$ cat src/rtl/vfc_pkg.sv
package vfc_pkg;

  typedef enum logic {
    CNT_UP   = 1'b0,
    CNT_DOWN = 1'b1
  } cnt_dir_e;

  // width of a counter able to hold the value n
  function automatic int bits_for(input int n);
    return $clog2(n + 1);
  endfunction

endpackage

$ cat src/rtl/pulse_edge_sync.sv
module pulse_edge_sync #(
  parameter int STAGES = 2
) (
  input  logic clk,
  input  logic rst,
  input  logic async_in,
  output logic rise
);

  // sh[0..STAGES-1] are synchronizer flops, sh[STAGES] holds the previous level
  logic [STAGES:0] sh;

  always_ff @(posedge clk) begin
    if (rst) sh <= '0;
    else     sh <= {sh[STAGES-1:0], async_in};
  end

  assign rise = sh[STAGES-1] & ~sh[STAGES];

endmodule

$ cat src/rtl/updown_acc.sv
module updown_acc
  import vfc_pkg::*;
#(
  parameter int W = 24
) (
  input  logic         clk,
  input  logic         rst,
  input  logic         step,
  input  cnt_dir_e     dir,
  input  logic         restart,
  output logic [W-1:0] value
);

  logic [W-1:0] delta;

  // two's complement step: +1 or all ones (-1)
  assign delta = (dir == CNT_DOWN) ? {W{1'b1}} : W'(1);

  always_ff @(posedge clk) begin
    if (rst)          value <= '0;
    else if (restart) value <= step ? delta : '0;
    else if (step)    value <= value + delta;
  end

endmodule

$ cat src/rtl/integ_timer.sv
module integ_timer #(
  parameter int TW = 32
) (
  input  logic          clk,
  input  logic          rst,
  input  logic [TW-1:0] len,
  output logic          expire
);

  logic [TW-1:0] tmr;

  // elapsed + 1 reaches the programmed length; a length of 0 expires every cycle
  assign expire = ({1'b0, tmr} + {{TW{1'b0}}, 1'b1}) >= {1'b0, len};

  always_ff @(posedge clk) begin
    if (rst)         tmr <= '0;
    else if (expire) tmr <= '0;
    else             tmr <= tmr + 1'b1;
  end

endmodule

$ cat src/rtl/snap_shifter.sv
module snap_shifter
  import vfc_pkg::*;
#(
  parameter int NBITS = 408,
  localparam int RW   = bits_for(NBITS)
) (
  input  logic             clk,
  input  logic             rst,
  input  logic             load,
  input  logic [NBITS-1:0] load_data,
  input  logic             tick,
  output logic             ser_data,
  output logic             ser_strobe,
  output logic             ser_frame,
  output logic             overrun,
  output logic [RW-1:0]    remaining
);

  logic [NBITS-1:0] sr;

  always_ff @(posedge clk) begin
    if (rst) begin
      sr         <= '0;
      remaining  <= '0;
      ser_data   <= 1'b0;
      ser_strobe <= 1'b0;
      ser_frame  <= 1'b0;
      overrun    <= 1'b0;
    end else begin
      ser_strobe <= 1'b0;
      if (load) begin
        sr        <= load_data;
        remaining <= RW'(NBITS);
        if (remaining != '0) overrun   <= 1'b1;
        else                 ser_frame <= 1'b0;
      end else if (tick && remaining != '0) begin
        ser_data   <= sr[NBITS-1];
        sr         <= {sr[NBITS-2:0], 1'b0};
        remaining  <= remaining - 1'b1;
        ser_strobe <= 1'b1;
        ser_frame  <= 1'b1;
      end else if (remaining == '0) begin
        ser_frame  <= 1'b0;
      end
    end
  end

endmodule

$ cat src/rtl/vfc_count_bank.sv
module vfc_count_bank
  import vfc_pkg::*;
#(
  parameter int NCH         = 17,
  parameter int CW          = 24,
  parameter int TW          = 32,
  parameter int SYNC_STAGES = 2
) (
  input  logic           clk,
  input  logic           rst,
  input  logic [NCH-1:0] pulse_in,
  input  logic           phase_sw,
  input  logic [TW-1:0]  int_len,
  input  logic           ser_tick,
  output logic           ser_data,
  output logic           ser_strobe,
  output logic           ser_frame,
  output logic           overrun
);

  localparam int NBITS = NCH * CW;
  localparam int RW    = bits_for(NBITS);

  logic [NCH-1:0]   rise;
  logic             expire;
  logic [NBITS-1:0] snap_bus;
  logic [RW-1:0]    remaining;
  cnt_dir_e         dir;

  assign dir = phase_sw ? CNT_DOWN : CNT_UP;

  // channel 0 occupies the top slice so it is shifted out first
  for (genvar g = 0; g < NCH; g++) begin : g_ch
    pulse_edge_sync #(.STAGES(SYNC_STAGES)) u_sync (
      .clk      (clk),
      .rst      (rst),
      .async_in (pulse_in[g]),
      .rise     (rise[g])
    );

    updown_acc #(.W(CW)) u_acc (
      .clk     (clk),
      .rst     (rst),
      .step    (rise[g]),
      .dir     (dir),
      .restart (expire),
      .value   (snap_bus[NBITS-1-g*CW -: CW])
    );
  end

  integ_timer #(.TW(TW)) u_timer (
    .clk    (clk),
    .rst    (rst),
    .len    (int_len),
    .expire (expire)
  );

  snap_shifter #(.NBITS(NBITS)) u_shift (
    .clk        (clk),
    .rst        (rst),
    .load       (expire),
    .load_data  (snap_bus),
    .tick       (ser_tick),
    .ser_data   (ser_data),
    .ser_strobe (ser_strobe),
    .ser_frame  (ser_frame),
    .overrun    (overrun),
    .remaining  (remaining)
  );

endmodule

$ cat config.mk
export PLATFORM = sky130hd
export DESIGN_NAME = vfc_count_bank
export DESIGN_NICKNAME = d
export VERILOG_FILES = /design/src/rtl/vfc_pkg.sv /design/src/rtl/pulse_edge_sync.sv /design/src/rtl/updown_acc.sv /design/src/rtl/integ_timer.sv /design/src/rtl/snap_shifter.sv /design/src/rtl/vfc_count_bank.sv
export SDC_FILE = /design/constraint.sdc
export NUM_CORES = 2
export LEC_CHECK = 0
export BUFFER_PORTS_ARGS = -buffer_cell sky130_fd_sc_hd__buf_4
export CORE_MARGIN = 2
export CORE_UTILIZATION = 57
export DETAILED_ROUTE_END_ITERATION = 16
export PLACE_DENSITY = 0.7
export SYNTH_ARGS = -nofsm -noshare
export SYNTH_HDL_FRONTEND = slang
export SYNTH_HIERARCHICAL = 1
export SYNTH_SLANG_ARGS = --single-unit
$ cat constraint.sdc
create_clock -name clk -period 15.21 [get_ports clk]
set_input_delay 0.7605 -clock clk [delete_from_list [all_inputs] [get_ports clk]]
set_output_delay 0.7605 -clock clk [all_outputs]
set_load 0.01 [all_outputs]
# Word-level counts from Yosys, hierarchy flattened
# Index checks and enable logic that the tools add are counted.
[totals]
ff_bits = 912
ram_bits = 0
inputBits = 53
wordCells = 187
mem_bits_ro = 0
output_inout_bits = 4
memories = 0
latchBits = 0
[classes]
n_div = 0
n_reduce_logical = 26
bitwise_logic = 35
n_shift = 0
addsub = 20
order_cmp = 1
mux = 62
eq_ne = 1
multipliers = 0
[op_table]
columns = ["op", "n"]
rows = [
  ["24-bit two-way mux", 52],
  ["408-bit two-way mux", 2],
  ["24-bit adder", 17],
  ["2-bit nonzero test", 18],
  ["32-bit by 1-bit adder with 33-bit output (second input constant)", 1],
  ["33-bit by 32-bit greater-or-equal comparator with 1-bit output", 1],
  ["32-bit by 1-bit adder with 32-bit output (second input constant)", 1],
  ["9-bit two-way mux", 2],
  ["1-bit inverter", 18],
  ["1-bit AND", 17],
  ["9-bit logical NOT", 1],
  ["9-bit nonzero test", 1],
  ["9-bit by 1-bit subtractor with 9-bit output (second input constant)", 1],
  ["1-bit two-way mux", 6],
  ["2-bit AND reduction", 3],
  ["3-bit nonzero test", 1],
  ["2-bit != test (second input constant)", 1],
  ["2-bit OR reduction", 1],
  ["1-bit logical AND", 1],
]

# Depth between registers and ports, before layout
[depth]
depth_word = 5
depth_mapped = 17
depth_no_buf = 17

# Cells and area by module
# Netlist, hierarchy kept.
[modules_own_cells]
columns = ["module", "cells_per_inst", "seq_area_each_um2", "instances", "area_each_um2"]
rows = [
  ["updown_acc (g_ch[1].u_acc ...)", 292, 480.5, 9, 2269.7],
  ["snap_shifter", 2334, 8428.1, 1, 19177.1],
  ["updown_acc (g_ch[0].u_acc ...)", 302, 480.5, 8, 2284.7],
  ["integ_timer", 282, 640.6, 1, 2636.3],
  ["pulse_edge_sync", 7, 60.1, 17, 87.6],
]

# Worst setup path before layout
# No wires, ideal clock.
[synth_timing]
kind = "register to register"
from = "register u_timer.tmr[0]"
to = "register u_shift.sr[100]"
setup_slack_ps = 10176
period_less_slack_ps = 5034
arrival_time_ps = 4882
setup_ps = 152
path_stages_with_launch = 16
t_required_ps = 15058
path_buffers = 3
path_cell_list = "dfxtp_1 ha_1 nand4_1 nor3_1 nand4_1 xnor2_1 ha_1 nand4_1 nor4_1 nand4_1 a21oi_1 or3b_2 clkbuf_1 clkbuf_1 clkbuf_1 a221oi_2"
[synth_between]
elab_chain_cells = 3
elab_cells_between_ends = 4
cone_classes = "add/sub: 1; order compare: 1; mux: 1; reduce/logical: 1"
[synth_rtl]
columns = ["element", "line", "rtl"]
rows = [
  ["start: declaration", "integ_timer.sv:10", "logic [TW-1:0] tmr;"],
  ["start signal: assignment", "integ_timer.sv:18", "else tmr <= tmr + 1'b1;"],
  ["32-bit by 1-bit adder with 33-bit output *", "integ_timer.sv:13", "assign expire = ({1'b0, tmr} + {{TW{1'b0}}, 1'b1}) >= {1'b0, len};"],
  ["33-bit by 32-bit greater-or-equal comparator with 1-bit output *", "integ_timer.sv:13", ""],
  ["via expire", "vfc_count_bank.sv:25", "logic expire;"],
  ["408-bit two-way mux or 2-bit nonzero test (tied branches)", "-", ""],
  ["end signal: assignment", "snap_shifter.sv:32", "sr <= load_data;"],
  ["end signal: assignment", "snap_shifter.sv:38", "sr <= {sr[NBITS-2:0], 1'b0};"],
  ["end: declaration", "snap_shifter.sv:19", "logic [NBITS-1:0] sr;"],
]
# Mark *: on every way through the listed nets, which the timed path passes. The rest lies on a longest branch.
# A chain may end at the register's enable or synchronous reset.

# Worst setup path after layout
[layout_timing]
from = "register u_timer.tmr[0]"
to = "register g_ch[4].u_acc.value[23]"
[layout_between]
elab_chain_cells = 3
elab_cells_between_ends = 4
cone_classes = "add/sub: 1; order compare: 1; mux: 1; reduce/logical: 1"
[layout_rtl]
columns = ["element", "line", "rtl"]
rows = [
  ["32-bit by 1-bit adder with 33-bit output *", "integ_timer.sv:13", ""],
  ["33-bit by 32-bit greater-or-equal comparator with 1-bit output *", "integ_timer.sv:13", ""],
  ["via expire", "vfc_count_bank.sv:25", ""],
  ["24-bit two-way mux or 2-bit nonzero test (tied branches)", "-", ""],
  ["end signal: assignment", "updown_acc.sv:21", "else if (restart) value <= step ? delta : '0;"],
  ["end signal: assignment", "updown_acc.sv:22", "else if (step) value <= value + delta;"],
  ["end: declaration", "updown_acc.sv:11", "output logic [W-1:0] value"],
]
# Marked as above.

==> metrics.md <==
| Metric | Value |
|---|---|
| First element of the critical path | `u_timer/tmr[0]` |
| Port bufs | `56` |
| Max cap viols | `0` |
| CP max-delay cell | `buf_4` |
| Largest net degree at the start of global routing | `186` |
| CTS tree | `yes` |
| Number of global-route vias before repair | `52,500` |
| Complex-gate fraction of the synthesized area | `0.329` |
| Power per cell area | `97.9 nW/um^2` |
| Slack of the critical path | `7900 ps` |
| Synth Warn # | `6` |
| Reg2reg setup slack | `7900 ps` |
| Clk slew on worst S/H paths | `60 ps` |
| Fin crit period | `7310 ps` |
| Syn nets | `8,258` |
| Pins Over Slew Limit | `0` |
| Cts bufs inserted | `101` |
| Crit-path leading delay family | `simple AND/OR/NAND/NOR gates` |
| Design Power | `6.48 mW` |
| DP Cell Count | `8,823` |
| Grt ovf | `0` |
| Mean Syn Cell Area | `7.97 um^2` |
| Worst Hold Slack | `299 ps` |
| Largest family of logic cells by synthesized area | `compound AO/OA/AOI/OAI gates` |
| Share of cells above drive strength 1 | `0.0892` |
| Chip height | `334 um` |
| H-tree levels | `3` |
| Layout Area Growth over Synthesis | `6.67%` |
| Root Buffer | `clkbuf_16` |
| Crit-path max FO | `168` |
| Relative slew slack | `0.162` |
| Antenna Nets Post-Route | `0` |
| Most common cell after layout, fill and taps aside | `a21oi_1` |
| Worst setup path endpoint | `g_ch[4].u_acc/value[23]` |
| VDD IR max | `0.0911 mV` |
| Post-synth ARST share | `0` |
| Unrepaired setup endpoints after global routing | `no` |
| Ys flop type | `dfxtp_1` |
| 1st-iter DRT viols | `3,865` |
| Post-CTS repair timing setup buffer count | `0` |
| Initial antenna violation count | `0` |
| GRT Overall Usage | `0.258` |
| RD Place Congestion | `0.896` |
| Number of antenna diodes | `0` |
| Place WS | `8030 ps` |
| Critical path data arrival time | `7870 ps` |
| CP Depth | `20` |
| DR WL/cell | `16.6 um` |
| # IOs | `57` |
| Final setup fails | `0` |
| Synthesized-area fraction occupied by adder cells | `0.0880` |
| Setup Skew | `29.7 ps` |
| Mux cell area share after synthesis | `0.00694` |
| Initial DRT Pass Iterations | `6` |
| Site Rows | `120` |
| CTS resizes | `0` |
| Max stage delay on crit path | `630 ps` |
| Total negative slack | `0 ps` |
| First-pass GRT wire length | `254,000 um` |
| CP Capture Type | `flip-flop` |
| Netlist cell types | `95` |
| Crit path kind | `flip-flop to flip-flop` |
| Most frequent cells in the layout | `1,048 x a21oi_1, 912 x dfxtp_1, 784 x nand2_1` |
| Buffer levels on the longest clock path | `3` |
| Skew-Pair Late Insertion Delay | `690 ps` |
| Yosys reg bits | `912` |
| FMAX | `137 MHz` |
| Worst r2r path cells | `20` |
| Full die area | `111,000 um^2` |
| Simple-gate share of the synthesized area | `0.172` |
| Post-synthesis sequential area ratio | `0.294` |
| Placed cell areas | `62,500 um^2` |
| # fillers | `9,685` |
| Number of synthesized flops with an enable pin | `0` |
| Area of the mapped netlist | `62,000 um^2` |
| DP HPWL | `98,800 um` |
| Mapped Cells | `7,779` |
| Hold-fix buffers at CTS | `0` |
| Endpoints failing hold | `0` |
| WP buf/inv | `4` |
| Final core occ | `0.615` |
| Hold WC Path Type | `primary input to flip-flop` |
| DRC | `0` |
| Worst path cell trace | `ha_1 > nand4_1 > nor3_1 > nand4_1 > xnor2_1 > ha_1 > nand4_1 > nor4_1 > nand4_1 > a21oi_4 > buf_4 > or3b_4 > buf_12 > buf_12 > buf_4 > nand2b_1 > or4_1 > a22o_1 > nand3_1 > a311o_1` |
| Status | `finished, final reports clean` |
| Worst reg2reg startpoint | `u_timer/tmr[0]` |
| CP startpoint kind | `flip-flop` |
| Core footprint | `108,000 um^2` |
| Crit path top cell by count | `nand4_1` |
| Worst-Margin Slew | `1250 ps` |
| Static Leak | `23.9 nW` |
| Width of the die | `334 um` |
| Layout Cells excl Fill | `9,011` |
| Initial cell density of the core | `0.577` |
| CTS Sinks | `912` |
| Critical Path RT | `15,770 ps` |
| Post-route cell area | `66,100 um^2` |
| Period utilisation layout | `0.481` |
| Nets | `8,002` |
| Wirelength, routed | `149,000 um` |
| Mean number of vias per cell | `6.19` |
| DR vias | `55,800` |
| Critical R2R Capture | `g_ch[4].u_acc/value[23]` |
| XOR/XNOR Fraction of Synth Area | `0.0364` |
## state kept, by name, summed over array words and instances, names as in the netlist
name	cells
u_shift/ser_data	1
u_timer/tmr	32
u_shift/sr	408
g_ch.u_sync/sh	51
u_shift/overrun	1
u_shift/ser_strobe	1
u_shift/ser_frame	1
g_ch.u_acc/value	408
u_shift/remaining	9
## synthesized netlist by cell type (all sizes together) (24+ instances only)
master  instances  area, um^2
o21ai         433        2260
o31ai          25         228
nor3b          34         255
xor2          108         946
nand3          62         310
nor4           39         280
o211ai         42         355
nand2b         44         275
or4            28         244
ha            409        5120
or3            44         320
a21oi        1050        5260
o41ai          25         279
a22oi         117         878
xnor2         150        1310
nand4         118         738
nor2b         113         749
a21o          135        1010
a211oi         80         681
inv           619        2320
mux2i          25         250
nor3          156         781
o32ai          26         228
a32o           27         270
o22ai          79         551
nor4b          42         564
o21a          137        1030
clkbuf        338        1350
buf           128         821
o21bai         59         443
a31oi          52         460
a21boi         35         293
a221oi        424        4370
o31a           24         220
and2b          34         288
nor2          504        1910
and2           30         188
dfxtp         912       18300
nand2         793        3000
## worst min path at each step
stage / endpoint / depth (start not counted) / slack, ps / startpoint
2_1_floorplan: g_ch[0].u_sync/sh[1] / 1 / 410 / g_ch[0].u_sync/sh[0]
3_3_place_gp: g_ch[5].u_sync/sh[1] / 1 / 420 / g_ch[5].u_sync/sh[0]
3_5_place_dp: g_ch[6].u_sync/sh[1] / 1 / 420 / g_ch[6].u_sync/sh[0]
4_1_cts: g_ch[13].u_sync/sh[0] / 2 / 250 / pulse_in[13]
5_1_grt: g_ch[0].u_sync/sh[0] / 2 / 270 / pulse_in[0]
6_report: g_ch[13].u_sync/sh[0] / 2 / 300 / pulse_in[13]
## metal layers
metal  GRT usage  vias up  share of wire
li1            -    28100              -
met1       0.364    26400           0.49
met2       0.425     1110           0.46
met3      0.0262      179          0.036
met4      0.0565        0          0.016
met5           0        -              0
## report_power, final
part | internal, mW | total (mW) | switching, mW | leakage (nW)
Sequential | 2.45 | 2.52 | 0.0634 | 7.38
Clock | 1.58 | 2.63 | 1.05 | 1.75
Combinational | 0.391 | 1.33 | 0.935 | 14.8
Total | 4.43 | 6.48 | 2.05 | 23.9
## kinds of logic (layout without fill, tap and decap cells)
family | Yosys count | after routing
flops | 912 | 912
mux | 41 | 41
xor+xnor | 258 | 258
buf+inv | 1094 | 923
compound gates | 2908 | 2908
fa+ha+maj | 426 | 426
simple gates | 2140 | 2140
## area by class of cell
| cell class | count | area, um^2 | share of cell area |
|---|---|---|---|
| multi-input cells | 5773 | 39300 | 0.594 |
| flip-flops and latches | 912 | 18300 | 0.276 |
| clock buffers | 134 | 2900 | 0.0438 |
| inverters | 628 | 2360 | 0.0356 |
| well taps | 1403 | 1760 | 0.0265 |
| repair buffers | 107 | 906 | 0.0137 |
| clock inverters | 54 | 704 | 0.0106 |
(Power assumes the default switching activity.)
